**src/rtl/pinctl_pkg.sv**
```systemverilog
package pinctl_pkg;

    localparam int NATTR     = 5;
    localparam int CODE_W    = 4;

    // attribute slots; the read code of an attribute equals its slot
    localparam int A_GPIO    = 0;
    localparam int A_SELB    = 1;
    localparam int A_DRIVE   = 2;
    localparam int A_OD      = 3;
    localparam int A_PULL    = 4;

    // first write code that touches nothing
    localparam logic [CODE_W-1:0] WR_SPARE = CODE_W'(2 * NATTR);

    typedef struct packed {
        logic val;
        logic oe;
    } drive_t;

    function automatic logic [CODE_W-1:0] on_code(int k);
        return CODE_W'(2 * k);
    endfunction

    function automatic logic [CODE_W-1:0] off_code(int k);
        return CODE_W'(2 * k + 1);
    endfunction

    function automatic logic attr_reset(int k);
        return (k == A_GPIO) || (k == A_PULL);
    endfunction

    // open-drain: sink for a 0, release for a 1
    function automatic drive_t od_convert(drive_t d, logic od);
        drive_t r;
        if (od) begin
            r.val = 1'b0;
            r.oe  = d.oe & ~d.val;
        end else begin
            r = d;
        end
        return r;
    endfunction

endpackage

```
**src/rtl/pinctl_attr_reg.sv**
```systemverilog
module pinctl_attr_reg #(
    parameter int   W       = 32,
    parameter logic RST_VAL = 1'b0
) (
    input  logic         clk,
    input  logic         rst,
    input  logic         set_stb,
    input  logic         clr_stb,
    input  logic [W-1:0] mask,
    output logic [W-1:0] state
);

    always_ff @(posedge clk) begin
        if (rst) begin
            state <= {W{RST_VAL}};
        end else if (set_stb) begin
            state <= state | mask;
        end else if (clr_stb) begin
            state <= state & ~mask;
        end
    end

endmodule

```
**src/rtl/pinctl_route.sv**
```systemverilog
module pinctl_route
    import pinctl_pkg::*;
#(
    parameter int LINES = 32
) (
    input  logic [LINES-1:0] gpio,
    input  logic [LINES-1:0] selb,
    input  logic [LINES-1:0] drive,
    input  logic [LINES-1:0] od,
    input  logic [LINES-1:0] out_data,
    input  logic [LINES-1:0] pa_out,
    input  logic [LINES-1:0] pa_oe,
    input  logic [LINES-1:0] pb_out,
    input  logic [LINES-1:0] pb_oe,
    output logic [LINES-1:0] pad_out,
    output logic [LINES-1:0] pad_oe
);

    for (genvar i = 0; i < LINES; i++) begin : g_line
        drive_t pio_d;
        drive_t per_d;
        drive_t mux_d;
        drive_t fin_d;

        assign pio_d = {out_data[i], drive[i]};
        assign per_d = selb[i] ? {pb_out[i], pb_oe[i]} : {pa_out[i], pa_oe[i]};
        assign mux_d = gpio[i] ? pio_d : per_d;
        assign fin_d = od_convert(mux_d, od[i]);

        assign pad_out[i] = fin_d.val;
        assign pad_oe[i]  = fin_d.oe;
    end

endmodule

```
**src/rtl/pinctl_bank.sv**
```systemverilog
module pinctl_bank
    import pinctl_pkg::*;
#(
    parameter int LINES = 32
) (
    input  logic              clk,
    input  logic              rst,
    input  logic              wr_en,
    input  logic [CODE_W-1:0] wr_code,
    input  logic [LINES-1:0]  wr_data,
    input  logic [CODE_W-1:0] rd_code,
    output logic [LINES-1:0]  rd_data,
    input  logic [LINES-1:0]  out_data,
    input  logic [LINES-1:0]  pa_out,
    input  logic [LINES-1:0]  pa_oe,
    input  logic [LINES-1:0]  pb_out,
    input  logic [LINES-1:0]  pb_oe,
    output logic [LINES-1:0]  pad_out,
    output logic [LINES-1:0]  pad_oe,
    output logic [LINES-1:0]  pad_pu
);

    logic [LINES-1:0] st [NATTR];

    for (genvar k = 0; k < NATTR; k++) begin : g_attr
        pinctl_attr_reg #(
            .W       (LINES),
            .RST_VAL (attr_reset(k))
        ) u_reg (
            .clk     (clk),
            .rst     (rst),
            .set_stb (wr_en && (wr_code == on_code(k))),
            .clr_stb (wr_en && (wr_code == off_code(k))),
            .mask    (wr_data),
            .state   (st[k])
        );
    end

    always_comb begin
        rd_data = '0;
        for (int k = 0; k < NATTR; k++) begin
            if (rd_code == CODE_W'(k)) begin
                rd_data = st[k];
            end
        end
    end

    pinctl_route #(
        .LINES (LINES)
    ) u_route (
        .gpio     (st[A_GPIO]),
        .selb     (st[A_SELB]),
        .drive    (st[A_DRIVE]),
        .od       (st[A_OD]),
        .out_data (out_data),
        .pa_out   (pa_out),
        .pa_oe    (pa_oe),
        .pb_out   (pb_out),
        .pb_oe    (pb_oe),
        .pad_out  (pad_out),
        .pad_oe   (pad_oe)
    );

    assign pad_pu = st[A_PULL];

endmodule

```
**config.mk**
```make
export PLATFORM = sky130hd
export DESIGN_NAME = pinctl_bank
export DESIGN_NICKNAME = d
export VERILOG_FILES = /design/src/rtl/pinctl_pkg.sv /design/src/rtl/pinctl_attr_reg.sv /design/src/rtl/pinctl_route.sv /design/src/rtl/pinctl_bank.sv
export SDC_FILE = /design/constraint.sdc
export NUM_CORES = 1
export LEC_CHECK = 0
export ABC_AREA = 1
export BUFFER_PORTS_ARGS = -buffer_cell sky130_fd_sc_hd__clkbuf_2
export CELL_PAD_IN_SITES_DETAIL_PLACEMENT = 0
export CELL_PAD_IN_SITES_GLOBAL_PLACEMENT = 1
export CORE_ASPECT_RATIO = 0.8
export CORE_MARGIN = 2
export CORE_UTILIZATION = 31
export DETAILED_ROUTE_END_ITERATION = 8
export GPL_TIMING_DRIVEN = 1
export PLACE_DENSITY = 0.86
export SLEW_MARGIN = 30
export SYNTH_ARGS = -nofsm -noshare
export SYNTH_HDL_FRONTEND = slang
export SYNTH_SLANG_ARGS = --single-unit
export TNS_END_PERCENT = 30
```
**constraint.sdc**
```tcl
create_clock -name clk -period 0.83 [get_ports clk]
set_input_delay 0.0415 -clock clk [delete_from_list [all_inputs] [get_ports clk]]
set_output_delay 0.0415 -clock clk [all_outputs]
set_load 0.03 [all_outputs]
```
* Yosys cells after proc, flatten, opt, wreduce, memory -nomap -nowiden
Index checks and enable logic that the tools add are counted.
Cells by class: equal/unequal tests 13, div/mod/pow operators 0, $add $sub $neg 0, multiply operators 0, order comparisons 0, muxes and demuxes 111, bitwise operators 75, reductions and logical operators 17, shifts and indexed selects 0
Operators by type and width (number):
- two-way mux 32 bit | 15
- two-way mux 2 bit | 96
- bitwise AND 32 bit | 5
- OR 32 bit | 5
- bitwise AND 1 bit | 32
- NOT 1 bit | 32
- NOT 32 bit | 1
- == test 4 x 3 -> 1 bit, second input constant | 5
- == test 4 x 2 -> 1 bit, second input constant | 4
- logical AND 1 bit | 10
- nonzero test 2 bit | 5
- == test 4 x 1 -> 1 bit, second input constant | 2
- == test 4 bit, second input constant | 2
- zero test 4 bit | 2
Word-level totals: latch bits 0, input port bits 203, RAM bits 0, output and inout bits 128, memories kept 0, ROM bits 0, register bits 160

* Logic depth before layout (Yosys ltp)
Gate-level depths: netlist (run 1).
depth in word-level cells 6, depth in mapped cells 8, depth with buffers taken out 7

* By module
A second synthesis (run 1) with hierarchy kept.
Second synthesis, totals: cell total of the unflattened synthesis 1775, area, all modules 10636.5 um^2
Modules (own cells, without submodules):
- pinctl_attr_reg (g_attr[1].u_reg ...) | instances 3, cells an instance 169, area each 1345.0 um^2, seq. area each 640.6 um^2
- pinctl_attr_reg (g_attr[0].u_reg ...) | instances 2, cells an instance 173, area each 1310.0 um^2, seq. area each 640.6 um^2
- pinctl_route | instances 1, cells an instance 576, area each 2362.3 um^2, seq. area each 0.0 um^2
- pinctl_bank | instances 1, cells an instance 346, area each 1619.1 um^2, seq. area each 0.0 um^2

* Least setup slack after synthesis (run 1)
OpenSTA, ideal clock, no wires.
kind reg2out, from register with a tool-made name, to output port pad_out[11], stages on the path, launching flop included 5, setup slack -191 ps, data required time 788 ps, path buffers 0, arrival time 979 ps, cell sequence dfxtp_1 > nand2_1 > nand3_1 > o21ai_0 > nor2_1
RTL lines:
- end, declared | RTL line pinctl_bank.sv:18 | output logic [LINES-1:0] pad_out,

==> flow_metrics.tcl, run 1 <==
set metrics [dict create \
    status "complete, but fails checks" \
    violations "setup timing" \
    fmax_mhz 698 \
    die_w_um 205 \
    worst-r2r-cell-count 4 \
    finalCritPeriodShare 1.73 \
    io_buffers 330 \
    reg2reg_slack_ps -40 \
    utilization 0.536 \
    crit_fanout 5 \
    syn2layout_area_growth_pct 69.2 \
    cts_buffers 17 \
    firstDrtPassIters 5 \
    total_power_mw 21.3 \
    vias_per_cell 5.06 \
    powerDensity_nw_per_um2 1260 \
    placed_cell_area_um2 13700 \
    p_int_mw 15.0 \
    postRouteAntennaNets 0 \
    ys_seq_area_frac 0.321 \
    grt_max_degree 46 \
    max-clock-path-buffers 2 \
    clock-sinks 160 \
    hpwl_um 29100 \
    dp.cells 2480 \
    drc 0 \
    final_area_um2 16900 \
    rsz0062_at_grt "true" \
    worstSetupPathType "flop to primary output" \
    core_area_um2 31600 \
    final_cells 2561 \
    power_frac_clock 0.401 \
    clock_latency_ps 430 \
    startpoint_type "flop" \
    cp.required_ps 790 \
    drtIter0Drc 847 \
    rows 58 \
    hold_depth 5 \
    fillerInstances 2924 \
    vias 13000 \
    dp_worst_setup_slack_ps -387 \
    combPwrFrac 0.231 \
    worstHoldStart "wr_code[0]" \
    ys_ff_latch 160 \
    vdd_drop_max_mv 1.22 \
    wl_per_cell_um 16.1 \
    wl_um 41100 \
    skew_ps 0 \
    clkTransAtPathRegs_ps 70 \
    initial_utilization 0.316 \
    mappedNetlistArea_um2 9990 \
    synth.top_cell.area_share 0.321 \
    hold_viol_final 0 \
    seqPwrFrac 0.367 \
    globalplace.congestion 0.829 \
    cp.arrival_ps 1390 \
    syn_nets 1907 \
    synth_area_per_cell_um2 5.86 \
    async_reset_ff_frac 0 \
    cts_tree "done" \
    holdWs_ps 67.9 \
    synth_area_leader_cell "dfxtp_1" \
    worst_slack_ps -602 \
    maxSlewViolCount 0 \
    timing.slew.headroom 0.830 \
    min_path_type "input port to flop" \
    htreeDepth 4 \
    min_period_ps 1430 \
    synthCells 1704 \
    antenna_found_initial 4 \
    grt_pass1_wl_um 63100 \
    p_sw_frac 0.298 \
    drive_gt1_frac 0.453 \
    grt-ovfl-total 0 \
    root_buffer "clkbuf_16" \
    setup_tns_ps -55110 \
    worstMarginPinSlew_ps 255 \
    synth_warnings 0 \
    leakage_nw 7.38 \
    switchingPower_mw 6.35 \
    synth.distinct_cells 21 \
    synthFlopType "dfxtp_1" \
    synthTopCellsByArea "dfxtp_1 (32%), nand3_1 (18%), nand2_1 (17%)" \
    grt_usage 0.236 \
    grt_pass1_vias 12300 \
    die-area_um2 33700 \
    pin_count 331 \
    synth_edf_count 0 \
    setup_viol 130 \
    final_nets 2329 \
    endpoint_kind "primary output" \
    maxCapViolations 0 \
    die_h_um 165 \
]
placed cells by master, fill, tap and decap left out, types with 35 or more instances in the layout:
master,count
nand2_2,66
o21ai_0,41
buf_4,98
a21oi_1,60
dfxtp_1,42
nand2_1,390
inv_1,85
nand3_1,290
dfxtp_2,61
buf_12,35
clkbuf_2,181
nor2_4,39
o21ai_1,37
nand3_2,61
inv_2,89
buf_8,103
dfxtp_4,57
nor2_1,127
area by class of cell:
cell class                 instances  area, um2  area share
antenna                            2       5.00    0.000296
clock buffer                      19        443      0.0262
clock inverter                    13        185      0.0110
inverter                         192        764      0.0452
multi-input combinational       1235       6540       0.387
sequential                       160       3490       0.207
tap                              420        526      0.0311
timing repair buffer             520       4960       0.293
critical path, stage by stage, from the launching register on:
cell	delay, ps
dfxtp_4	390
inv_2	50
nand2_2	50
nand3_2	80
o211ai_1	110
nand2_1	100
inv_2	70
buf_8	110
per-layer routing:
metal / up-vias / routed length, um / GRT usage
li1: 6376 / - / -
met2: 471 / 20000 / 0.404
met3: 69 / 2850 / 0.0489
met1: 6038 / 17300 / 0.296
met5: - / 36 / 0
met4: 6 / 950 / 0.0767
synthesized netlist by cell type, types with 4 or more instances:
cell and n:
inv_2 8, nand2_1 454, clkbuf_1 66, o211ai_1 32, nor2_4 5, a21oi_1 64, buf_1 4, a31oi_1 32
nor2_1 176, o21ai_0 86, buf_2 43, inv_1 183, o21ai_1 26, nand3_1 355, dfxtp_1 160
power by group through the flow:
stage | registers (mW) | clock network (mW) | logic [mW]
floorplan | 8.17 | 0 | 2.17
global placement | 8.13 | 0 | 3.89
detailed placement | 8.13 | 0 | 3.94
CTS | 7.90 | 8.72 | 4.60
global route | 7.86 | 9.02 | 5.28
finish | 7.85 | 8.56 | 4.94
cell families after synthesis:
logic type	synth area share
flip-flops	0.321
AND/OR/NAND/NOR	0.424
AO/OA/AOI/OAI	0.132
buffers and inverters	0.123
worst max path at each step:
| stage | start | end | slack, ps | cells past startpoint |
|---|---|---|---|---|
| after floorplan | flop | rd_data[2] | -70 | 2 |
| after global placement | rd_code[3] | rd_data[16] | -400 | 9 |
| after detailed placement | rd_code[3] | rd_data[16] | -390 | 9 |
| after CTS | flop | pad_oe[13] | -630 | 7 |
| after global routing | flop | pad_oe[16] | -730 | 7 |
| final | flop | pad_oe[16] | -600 | 7 |
repair_timing:
item | in CTS | in global routing
endpoints found under the hold margin | 135 | 0
pin swaps | 72 | 106
buffers inserted | 1 | 13
gates resized for setup | 454 | 317
hold buffers | 33 | 0
endpoints found under the setup margin | 128 | 185
No activity file was read; power rests on OpenSTA's default activity.
==> inputs of run 2 (changes only) <==
Settings changed: CORE_UTILIZATION 31 to 32, CTS_BUF_LIST from default to sky130_fd_sc_hd__clkbuf_8, CTS_CLUSTER_SIZE from default to 10, PLACE_DENSITY 0.86 to default, PLACE_DENSITY_LB_ADDON from default to 0.1.
==> run 2 against run 1 <==
Against the previous run:
- the flow still finishes with violations (setup timing)
- maximum frequency is 2.4% lower
- wire length is 2.8% lower
- via count is 3.8% lower
- total power is 12% lower
- register-to-register slack better by 30 ps
- critical path type unchanged
- largest cell class unchanged
- largest power group is now registers
- highest routed layer is now met4
==> flow_metrics.tcl, run 2 (synthesis results as in run 1) <==
set metrics [dict create \
    startpoint_type "flop" \
    die_w_um 202 \
    worstMarginPinSlew_ps 311 \
    worst_slack_ps -638 \
    die-area_um2 32700 \
    syn2layout_area_growth_pct 63.5 \
    core_area_um2 30500 \
    powerDensity_nw_per_um2 1150 \
    initial_utilization 0.327 \
    hpwl_um 28600 \
    endpoint_kind "primary output" \
    maxSlewViolCount 0 \
    wl_per_cell_um 15.8 \
    fmax_mhz 681 \
    clkTransAtPathRegs_ps 100 \
    timing.slew.headroom 0.793 \
    maxCapViolations 0 \
    clock_latency_ps 460 \
    drtIter0Drc 597 \
    crit_fanout 5 \
    grt_usage 0.243 \
    grt_pass1_wl_um 63700 \
    cts_tree "done" \
    status "complete, but fails checks" \
    leakage_nw 7.13 \
    die_h_um 162 \
    vdd_drop_max_mv 0.993 \
    clock-sinks 160 \
    rsz0062_at_grt "true" \
    min_period_ps 1470 \
    drc 0 \
    cts_buffers 17 \
    utilization 0.535 \
    firstDrtPassIters 5 \
    holdWs_ps 24.0 \
    setup_tns_ps -60160 \
    min_path_type "input port to flop" \
    pin_count 331 \
    hold_viol_final 0 \
    antenna_found_initial 2 \
    grt_pass1_vias 12000 \
    layout_commonest_cell "nand2_1" \
    wl_um 40000 \
    finalCritPeriodShare 1.77 \
    rows 57 \
    setup_viol 129 \
    skew_ps 0 \
    fillerInstances 3120 \
    cp.arrival_ps 1430 \
    max-clock-path-buffers 2 \
    grt-ovfl-total 0 \
    htreeDepth 4 \
    vias 12500 \
    final_nets 2309 \
    worstSetupPathType "flop to primary output" \
    vias_per_cell 4.92 \
    violations "setup timing" \
    postRouteAntennaNets 0 \
    final_cell_mix "nand2_1 (396), nand3_1 (296), clkbuf_2 (195), nor2_1 (120), buf_8 (96)" \
    drive_gt1_frac 0.444 \
    globalplace.congestion 0.795 \
    cp.required_ps 790 \
    grt_max_degree 50 \
    io_buffers 330 \
    root_buffer "clkbuf_8" \
]
-- run 2: changes by cell type in the layout (fill, tap and decap cells not counted), moves of 10 or more --
cell       delta
clkbuf_2     +14
buf_4        -11
clkbuf_16    -17
clkbuf_8     +24
clkbuf_4     -10
-- run 2: final timing paths --
kind | end | slack, ps | startpoint | cells after the start
max | pad_oe[10] | -640 | flop | 6
min | flop | 20 | wr_code[0] | 5
max reg2reg | flop | -10 | flop | 4
min reg2reg | flop | 490 | flop | 2
-- run 2: routing by layer --
metal	global-route usage	vias up	share of wire
met4	0.0612	0	0.019
met5	0	-	0
li1	-	6343	-
met2	0.409	307	0.47
met3	0.0445	44	0.052
met1	0.323	5776	0.46
-- run 2: what timing repair did --
action,CTS,global route
endpoints found under the hold margin,160,0
hold buffers,33,0
endpoints found under the setup margin,128,140
gates cloned,0,0
gates resized for setup,455,255
setup buffers,0,6
pin swaps,69,77
-- run 2: metrics by stage --
stage               instance area [um2]  setup WS, ps  instances  total power, mW
floorplan                         10500         -74.8       1704             10.3
global placement                  13500          -429       2461             12.0
detailed placement                13500          -435       2461             12.0
CTS                               15700          -663       2526             18.8
global route                      16300          -757       2532             19.7
finish                            16300          -638       2533             18.8
-- run 2: report_power, final --
part / internal, mW / total (mW) / switching, mW / leakage [nW]
sequential: 7.69 / 7.85 / 0.161 / 1.31
clock: 2.93 / 6.18 / 3.25 / 0.204
combinational: 2.07 / 4.77 / 2.70 / 5.61
total: 12.7 / 18.8 / 6.11 / 7.13
-- run 2: layout make-up --
class / count / area [um2] / area share
diodes: 1 / 2.50 / 0.000153
clock buffers: 20 / 275 / 0.0169
repair buffers: 500 / 4670 / 0.286
clock inverters: 12 / 134 / 0.00820
inverters: 192 / 774 / 0.0474
flip-flops and latches: 160 / 3480 / 0.213
multi-input cells: 1235 / 6480 / 0.397
well taps: 413 / 517 / 0.0316
-- run 2: worst max-delay path: stages, from the launching register on --
cell      delay (ps)
dfxtp_4          380
inv_4             70
nand3_2          110
o211ai_1         110
nand2_1          100
inv_2             70
buf_8            110
==> inputs of run 3 (changes only) <==
Settings changed: CORE_MARGIN 2 to 4.
==> run 3 against run 2 <==
Against the previous run:
- the run still ends with setup timing left
- combinational power up 0.8%
- clock power down 8.3%
- design area rose by 0.91%
- maximum frequency rose by 0.39%
==> flow_metrics.tcl, run 3 (synthesis results as in run 1) <==
set metrics [dict create \
    status "complete, but fails checks" \
    violations "setup timing" \
    dp_worst_setup_slack_ps -400 \
    worst_slack_ps -632 \
    rows 57 \
    layout_commonest_cell "nand2_1" \
    drtIter0Drc 729 \
    grt_usage 0.236 \
    holdWs_ps 38.3 \
    clkTransAtPathRegs_ps 90 \
    globalplace.congestion 0.822 \
    vias_per_cell 4.96 \
    fmax_mhz 684 \
    postRouteAntennaNets 0 \
    worstMarginPinSlew_ps 264 \
    multiInputGateArea_um2 6540 \
    crit_fanout 4 \
    final-seq-area_um2 3460 \
    worst-r2r-cell-count 4 \
    final_area_um2 16500 \
    clock-sinks 160 \
    fillerInstances 3017 \
    min_period_ps 1460 \
    grt-ovfl-total 0 \
    powerDensity_nw_per_um2 1110 \
    syn2layout_area_growth_pct 65.0 \
    vias 12600 \
    drive_gt1_frac 0.448 \
    startpoint_type "flop" \
    core_area_um2 30600 \
    worstHoldStart "wr_code[0]" \
    reg2reg_slack_ps 0 \
    die_w_um 206 \
    drc 0 \
    wl_per_cell_um 16.3 \
    grt_max_degree 53 \
    max-clock-path-buffers 2 \
    min_path_type "input port to flop" \
    skew_ps 0 \
    hpwl_um 29100 \
    antenna_found_initial 2 \
    die-area_um2 34100 \
    pin_count 331 \
    placed_cell_area_um2 13600 \
    cts_buffers 17 \
    final_cell_mix "nand2_1 (391), nand3_1 (294), clkbuf_2 (193), nor2_1 (120), buf_8 (96)" \
    final_nets 2323 \
    clock_latency_ps 450 \
    endpoint_kind "primary output" \
    finalCritPeriodShare 1.76 \
    vdd_drop_max_mv 0.920 \
    grt_pass1_wl_um 65400 \
    maxCapViolations 0 \
    die_h_um 166 \
    setup_viol 128 \
    wl_um 41400 \
    grt_pass1_vias 12100 \
    leakage_nw 7.21 \
    maxSlewViolCount 0 \
    htreeDepth 4 \
    worstSetupPathType "flop to primary output" \
    utilization 0.539 \
    cp.arrival_ps 1420 \
    cts_tree "done" \
    root_buffer "clkbuf_8" \
    firstDrtPassIters 5 \
    hold_viol_final 0 \
    rsz0062_at_grt "true" \
    io_buffers 330 \
    hold_depth 5 \
    initial_utilization 0.327 \
    cp.required_ps 790 \
    timing.slew.headroom 0.824 \
]
-- run 3: cell types whose count changed in the layout (fill, tap and decap cells not counted), moves of 3 or more --
cell,before,now
buf_4,87,94
buf_6,27,33
nand3_4,2,5
o21ai_1,31,26
nand2_2,60,65
nand2_1,396,391
dfxtp_4,51,45
o21ai_0,48,52
dfxtp_2,67,72
-- run 3: worst max-delay path by stage --
| stage | slack, ps | cells past startpoint | end |
|---|---|---|---|
| detailed placement | -400 | 9 | rd_data[28] |
| global route | -720 | 7 | pad_oe[21] |
| global placement | -410 | 9 | rd_data[28] |
| floorplan | -70 | 2 | rd_data[2] |
| CTS | -680 | 6 | rd_data[29] |
| finish | -630 | 6 | rd_data[28] |
-- run 3: area by class of cell --
class	instances	share of cell area
multi-input combinational	1235	0.397
timing repair buffer	514	0.292
sequential	160	0.210
inverter	192	0.0473
tap	413	0.0313
clock buffer	20	0.0167
clock inverter	11	0.00562
antenna	2	0.000304
-- run 3: where the power goes --
| group | leakage, nW | internal (mW) | switching, mW |
|---|---|---|---|
| Clock | 0.183 | 2.57 | 3.11 |
| Combinational | 5.71 | 2.10 | 2.72 |
| Sequential | 1.31 | 7.70 | 0.154 |
-- run 3: per-stage QoR --
step	TNS [ps]	power [mW]	cells
4_1_cts	-67050	18.3	2538
5_1_grt	-70790	19.2	2546
2_1_floorplan	-1830	10.3	1704
3_5_place_dp	-53870	12.0	2473
3_3_place_gp	-50090	12.0	2473
6_report	-59800	18.3	2547
-- run 3: what timing repair did --
item,CTS,global route
hold endpoints to repair,160,0
gates resized for setup,453,269
hold buffers,33,0
buffers inserted,1,7
pin swaps,80,81
endpoints found under the setup margin,128,146
-- run 3: critical path: stages (launching register included) --
cell,delay (ps)
dfxtp_4,370
buf_4,140
nand3_2,60
nand2_1,70
nor2_2,120
nand2_2,70
buf_8,130
-- run 3: per-layer routing --
metal	track usage	share of wire	wire length (um)
met5	0	0.00034	14
met4	0.0489	0.015	620
met3	0.0422	0.056	2320
met2	0.398	0.48	19800
met1	0.318	0.45	18700
